## config.mk

```make
export PLATFORM = sky130hd
export DESIGN_NAME = edge_irq_bank
export DESIGN_NICKNAME = d
export VERILOG_FILES = /design/src/rtl/irq_bank_pkg.sv /design/src/rtl/irq_chan.sv /design/src/rtl/irq_regfile.sv /design/src/rtl/edge_irq_bank.sv
export SDC_FILE = /design/constraint.sdc
export NUM_CORES = 1
export LEC_CHECK = 0
export ABC_AREA = 1
export BUFFER_PORTS_ARGS = -buffer_cell sky130_fd_sc_hd__buf_2
export CORE_AREA = 2 2 69 54
export CTS_BUF_LIST = sky130_fd_sc_hd__clkbuf_8 sky130_fd_sc_hd__clkbuf_16
export CTS_CLUSTER_DIAMETER = 200
export CTS_CLUSTER_SIZE = 24
export DETAILED_ROUTE_END_ITERATION = 8
export DIE_AREA = 0 0 71 56
export PLACE_DENSITY_LB_ADDON = 0.1
export RECOVER_POWER = 50
export SLEW_MARGIN = 30
export SYNTH_ARGS = -nofsm -noshare
export SYNTH_HDL_FRONTEND = slang
export SYNTH_SLANG_ARGS = --single-unit
```

## constraint.sdc

```tcl
create_clock -name clk -period 1.05 [get_ports clk]
set_input_delay 0.21 -clock clk [delete_from_list [all_inputs] [get_ports clk]]
set_output_delay 0.21 -clock clk [all_outputs]
set_load 0.1 [all_outputs]
```

## src/rtl/irq_bank_pkg.sv

```systemverilog
package irq_bank_pkg;

    localparam int ADDR_W = 5;
    localparam int DATA_W = 8;

    localparam logic [ADDR_W-1:0] OFS_ENABLE = 5'h08;
    localparam logic [ADDR_W-1:0] OFS_EDGE   = 5'h0C;
    localparam logic [ADDR_W-1:0] OFS_CLEAR  = 5'h10;
    localparam logic [ADDR_W-1:0] OFS_STATUS = 5'h14;

    typedef enum logic {
        EDGE_RISE = 1'b0,
        EDGE_FALL = 1'b1
    } edge_sel_e;

    typedef struct packed {
        logic wr_enable;
        logic wr_edge;
        logic wr_clear;
    } reg_wr_s;

    function automatic logic edge_hit(logic cur, logic prev, edge_sel_e sel);
        return (sel == EDGE_FALL) ? (prev & ~cur) : (cur & ~prev);
    endfunction

endpackage

```

## src/rtl/irq_chan.sv

```systemverilog
module irq_chan
    import irq_bank_pkg::*;
#(
    parameter int SYNC_STAGES = 2
) (
    input  logic      clk,
    input  logic      rst,
    input  logic      async_in,
    input  logic      en,
    input  edge_sel_e sel,
    input  logic      sel_wr,
    input  logic      clr,
    output logic      flag
);

    localparam int TOP = SYNC_STAGES - 1;

    logic [SYNC_STAGES-1:0] sync_q;
    logic                   prev_q;
    logic                   flag_q;
    logic                   hit;

    // Masked while the edge select register is written (history reset).
    assign hit  = en & ~sel_wr & edge_hit(sync_q[TOP], prev_q, sel);
    assign flag = flag_q;

    always_ff @(posedge clk) begin
        if (rst) begin
            sync_q <= '0;
            prev_q <= 1'b0;
            flag_q <= 1'b0;
        end else begin
            sync_q <= {sync_q[TOP-1:0], async_in};
            prev_q <= sync_q[TOP];
            flag_q <= (flag_q & ~clr) | hit;
        end
    end

    p_flag_sticky_r5: assert property (@(posedge clk) disable iff (rst)
        flag_q && !clr |=> flag_q);
    p_clear_drops_r4: assert property (@(posedge clk) disable iff (rst)
        clr && !hit |=> !flag_q);
    p_disabled_quiet_r6: assert property (@(posedge clk) disable iff (rst)
        !en && !flag_q |=> !flag_q);
    p_selwr_mask_r11: assert property (@(posedge clk) disable iff (rst)
        sel_wr && !flag_q |=> !flag_q);

endmodule

```

## src/rtl/irq_regfile.sv

```systemverilog
module irq_regfile
    import irq_bank_pkg::*;
#(
    parameter int NSRC = 4
) (
    input  logic              clk,
    input  logic              rst,
    input  logic [ADDR_W-1:0] addr,
    input  logic              wr,
    input  logic [DATA_W-1:0] wdata,
    input  logic [NSRC-1:0]   flags,
    output logic [NSRC-1:0]   en_q,
    output logic [NSRC-1:0]   sel_q,
    output logic              sel_wr,
    output logic [NSRC-1:0]   clr,
    output logic [DATA_W-1:0] rdata
);

    reg_wr_s dec;

    always_comb begin
        dec.wr_enable = wr && (addr == OFS_ENABLE);
        dec.wr_edge   = wr && (addr == OFS_EDGE);
        dec.wr_clear  = wr && (addr == OFS_CLEAR);
    end

    assign sel_wr = dec.wr_edge;
    assign clr    = dec.wr_clear ? wdata[NSRC-1:0] : '0;

    always_ff @(posedge clk) begin
        if (rst) begin
            en_q  <= '0;
            sel_q <= '0;
        end else begin
            if (dec.wr_enable) en_q  <= wdata[NSRC-1:0];
            if (dec.wr_edge)   sel_q <= wdata[NSRC-1:0];
        end
    end

    always_comb begin
        rdata = '0;
        case (addr)
            OFS_ENABLE: rdata[NSRC-1:0] = en_q;
            OFS_EDGE:   rdata[NSRC-1:0] = sel_q;
            OFS_STATUS: rdata[NSRC-1:0] = flags;
            default:    rdata = '0;
        endcase
    end

    p_enable_hold_r2: assert property (@(posedge clk) disable iff (rst)
        !dec.wr_enable |=> $stable(en_q));
    p_edge_hold_r3: assert property (@(posedge clk) disable iff (rst)
        !dec.wr_edge |=> $stable(sel_q));

endmodule

```

## src/rtl/edge_irq_bank.sv

```systemverilog
module edge_irq_bank
    import irq_bank_pkg::*;
#(
    parameter int NISO        = 2,
    parameter int NGPI        = 2,
    parameter int SYNC_STAGES = 2
) (
    input  logic              clk,
    input  logic              rst,
    input  logic [NISO-1:0]   iso_in,
    input  logic [NGPI-1:0]   gpi_in,
    input  logic [ADDR_W-1:0] reg_addr,
    input  logic              reg_wr,
    input  logic [DATA_W-1:0] reg_wdata,
    output logic [DATA_W-1:0] reg_rdata,
    output logic              irq
);

    localparam int NSRC = NISO + NGPI;

    logic [NSRC-1:0] src;
    logic [NSRC-1:0] en_q;
    logic [NSRC-1:0] sel_q;
    logic [NSRC-1:0] clr;
    logic [NSRC-1:0] flags;
    logic            sel_wr;

    // Isolated inputs occupy the low bits, plain inputs follow.
    assign src = {gpi_in, iso_in};

    irq_regfile #(.NSRC(NSRC)) u_regs (
        .clk    (clk),
        .rst    (rst),
        .addr   (reg_addr),
        .wr     (reg_wr),
        .wdata  (reg_wdata),
        .flags  (flags),
        .en_q   (en_q),
        .sel_q  (sel_q),
        .sel_wr (sel_wr),
        .clr    (clr),
        .rdata  (reg_rdata)
    );

    for (genvar i = 0; i < NSRC; i++) begin : g_chan
        irq_chan #(.SYNC_STAGES(SYNC_STAGES)) u_chan (
            .clk      (clk),
            .rst      (rst),
            .async_in (src[i]),
            .en       (en_q[i]),
            .sel      (edge_sel_e'(sel_q[i])),
            .sel_wr   (sel_wr),
            .clr      (clr[i]),
            .flag     (flags[i])
        );
    end

    assign irq = |(flags & en_q);

    p_irq_source_r9: assert property (@(posedge clk) disable iff (rst)
        irq |-> (flags != '0));
    p_reset_quiet_r10: assert property (@(posedge clk)
        rst |=> (!irq && flags == '0 && en_q == '0));

endmodule

```

==> metrics.cfg <==
[outcome]
status=finished, violations left
violations=negative setup slack

[detailed_routing]
viasPerCell=4.56
dr.pass1.iters=4
vias=1112
wl_mm=2.74
wl_per_cell_um=11.2
ant_nets=0
drt_iter0_drc=46
post-route-drc-count=0

[grt]
grt_overflow_total=0
antenna_found_initial=0
grt_max_degree=15
grt_pass1_wl_mm=4.63
grt_usage=0.145
first_global_vias=1106

[sta]
skew_ns=0.000754
setup_violations=5
worst_pin_slew_ns=0.573
max_slew_margin=0.618
rsz0062_at_grt=true
slew_violations=0
fin_ws_ns=-0.369
period_minus_slack_ns=1.42
max_freq_mhz=705
final.setup.tns_ns=-1.59
period_share=1.35
hold_viol_final=0

[floorplanning]
core_area_mm2=0.00327
start_util=0.340
io_pins=29
num_rows=18
die-area_mm2=0.00398
die_y_um=56
die_x_um=71

[pwr]
p_clk_frac=0.406
powerDensity_mw_per_mm2=1220
pwr-share-comb=0.121
pwr-share-seq=0.473
finalPower_uw=1990
p_switching_uw=471
peakVddDrop_v=0.000699
internal_power_uw=1520
power.leakage_uw=0.000690
p_sw_frac=0.237

[worst_setup_path]
path_cells=inv_2 -> o211ai_1 -> buf_12
start_kind=flip-flop
worst_path_max_delay_cell=dfxtp_2
crit_required_ns=0.84
worstPathArrival_ns=1.21
worst-path-max-fanout=2
cpPeakStageDelay_ns=0.34
cp-end-kind=output port
worst-setup-path-type=reg2out

[cells_and_area]
nFillCells=309
instances_no_fill=244
syn2layout_area_growth_pct=47.1
postLayoutCoreUtil=0.500
n_antenna_cell=0
finish.net_count=225
drive_gt1_frac=0.387
seqCellArea_um2=489
multiInputGateArea_um2=528

[clock_network]
cts.sinks=24
clockRootBuffer=clkbuf_8
cts_htree_levels=1
numCtsBuffers=3
clk_path_buf_depth=2
clkTransAtPathRegs_ns=0.08
hold_buffers=0
cts_tree=done
clock_latency_ns=0.27

[logic_synthesis]
synth.area.top_cells=dfxtp_1 43%, inv_1 9.8%, nand2_1 9.5%
synth_top_area_cell=dfxtp_1
syn_inst=157
synth_warnings=0
synth-seq-area-share=0.432
yosys-top-cells-count=29 x inv_1, 28 x nand2_1, 24 x dfxtp_1
synth_top_area_frac=0.432
syn_area_mm2=0.00111
syn_area_per_cell_um2=7.08
synth.distinct_cells=17
yosys.cell_count.top_type=inv_1
ys_ff_latch=24
ys.flop_type=dfxtp_1
synth_edf_count=0
synthArstFlopShare=0

[place]
io_buffer_count=20
hpwl_mm=2.10
gp_congestion=0.897
placed_cells=236
place_ws_ns=-0.334

[run]
drv_cap=0

[worst_hold_path]
worst_hold_path_type=in2reg

[cell families (layout without fill, tap and decap cells)]
group                  Yosys count  count (layout)  synth area share
buffers and inverters           39              83             0.148
AND/OR/NAND/NOR                 73              73             0.318
other                            1               4           0.00338
AO/OA/AOI/OAI                   20              20            0.0991
flip-flops                      24              24             0.432
[metrics by stage]
stage / instance area (um^2) / hold slack (ns)
finish: 1630 / 0.137
global route: 1630 / 0.137
CTS: 1600 / 0.135
detailed placement: 1480 / 0.397
global placement: 1480 / 0.390
floorplan: 1130 / 0.317
[what timing repair did]
action                                  4_1_cts  5_1_grt
endpoints found under the setup margin        5        8
hold endpoints to repair                      0        0
gates resized for setup                       9       17
buffers inserted                              5        0
pin swaps                                     7        7
[worst max-delay path: cells and delay by family (launching register included)]
kind / cells / cell delay (ns)
flops: 1 / 0.34
buf+inv: 2 / 0.27
compound gates: 1 / 0.33
[layout by cell type, fill, tap and decap left out, drive strengths merged]
cell type,netlist,final
o211ai,4,4
clkbuf,2,7
bufinv,0,1
buf,4,42
nor2,25,25
a21oi,12,12
inv,31,31
clkinv,2,2
o21ai,4,4
nand2,28,28
nand4,7,7
nand3,13,13
dfxtp,24,24
conb,1,4
[layer usage]
layer / vias to the layer above / global-route usage / part of all wire
li1: 576 / - / -
met1: 489 / 0.183 / 0.46
met2: 40 / 0.240 / 0.45
met3: 7 / 0.0236 / 0.071
met4: 0 / 0.0701 / 0.022
met5: - / 0 / 0
[power groups by stage]
stage / Combinational (uW) / Sequential (uW) / Clock (uW)
final: 240 / 941 / 806
after detailed placement: 229 / 962 / 0
after floorplan: 149 / 960 / 0
after global routing: 261 / 943 / 862
after global placement: 226 / 961 / 0
after CTS: 236 / 940 / 825
[final timing paths]
check                                  start                          to  slack (ns)  cells past startpoint
setup / recovery              u_regs.en_q[2]                reg_rdata[2]       -0.37                      3
hold / removal                     iso_in[0]  g_chan[0].u_chan.sync_q[0]        0.14                      3
setup reg to reg              u_regs.en_q[0]       g_chan[0].u_chan.flag        0.05                      6
hold reg to reg   g_chan[1].u_chan.sync_q[0]  g_chan[1].u_chan.sync_q[1]        0.41                      2
[state kept, by name, summed over array words and instances (netlist names)]
| signal | cells |
|---|---|
| u_regs.en_q | 4 |
| u_regs.sel_q | 4 |
| g_chan.u_chan.prev_q | 4 |
| g_chan.u_chan.sync_q | 8 |
| g_chan.u_chan.flag | 4 |
[layout make-up]
| type | count | share of cell area |
|---|---|---|
| inverters | 33 | 0.0773 |
| clock buffers | 3 | 0.0253 |
| multi-input cells | 97 | 0.323 |
| flip-flops and latches | 24 | 0.299 |
| clock inverters | 1 | 0.0184 |
| repair buffers | 46 | 0.226 |
| well taps | 40 | 0.0306 |
Power figures use the tool's default switching activity.
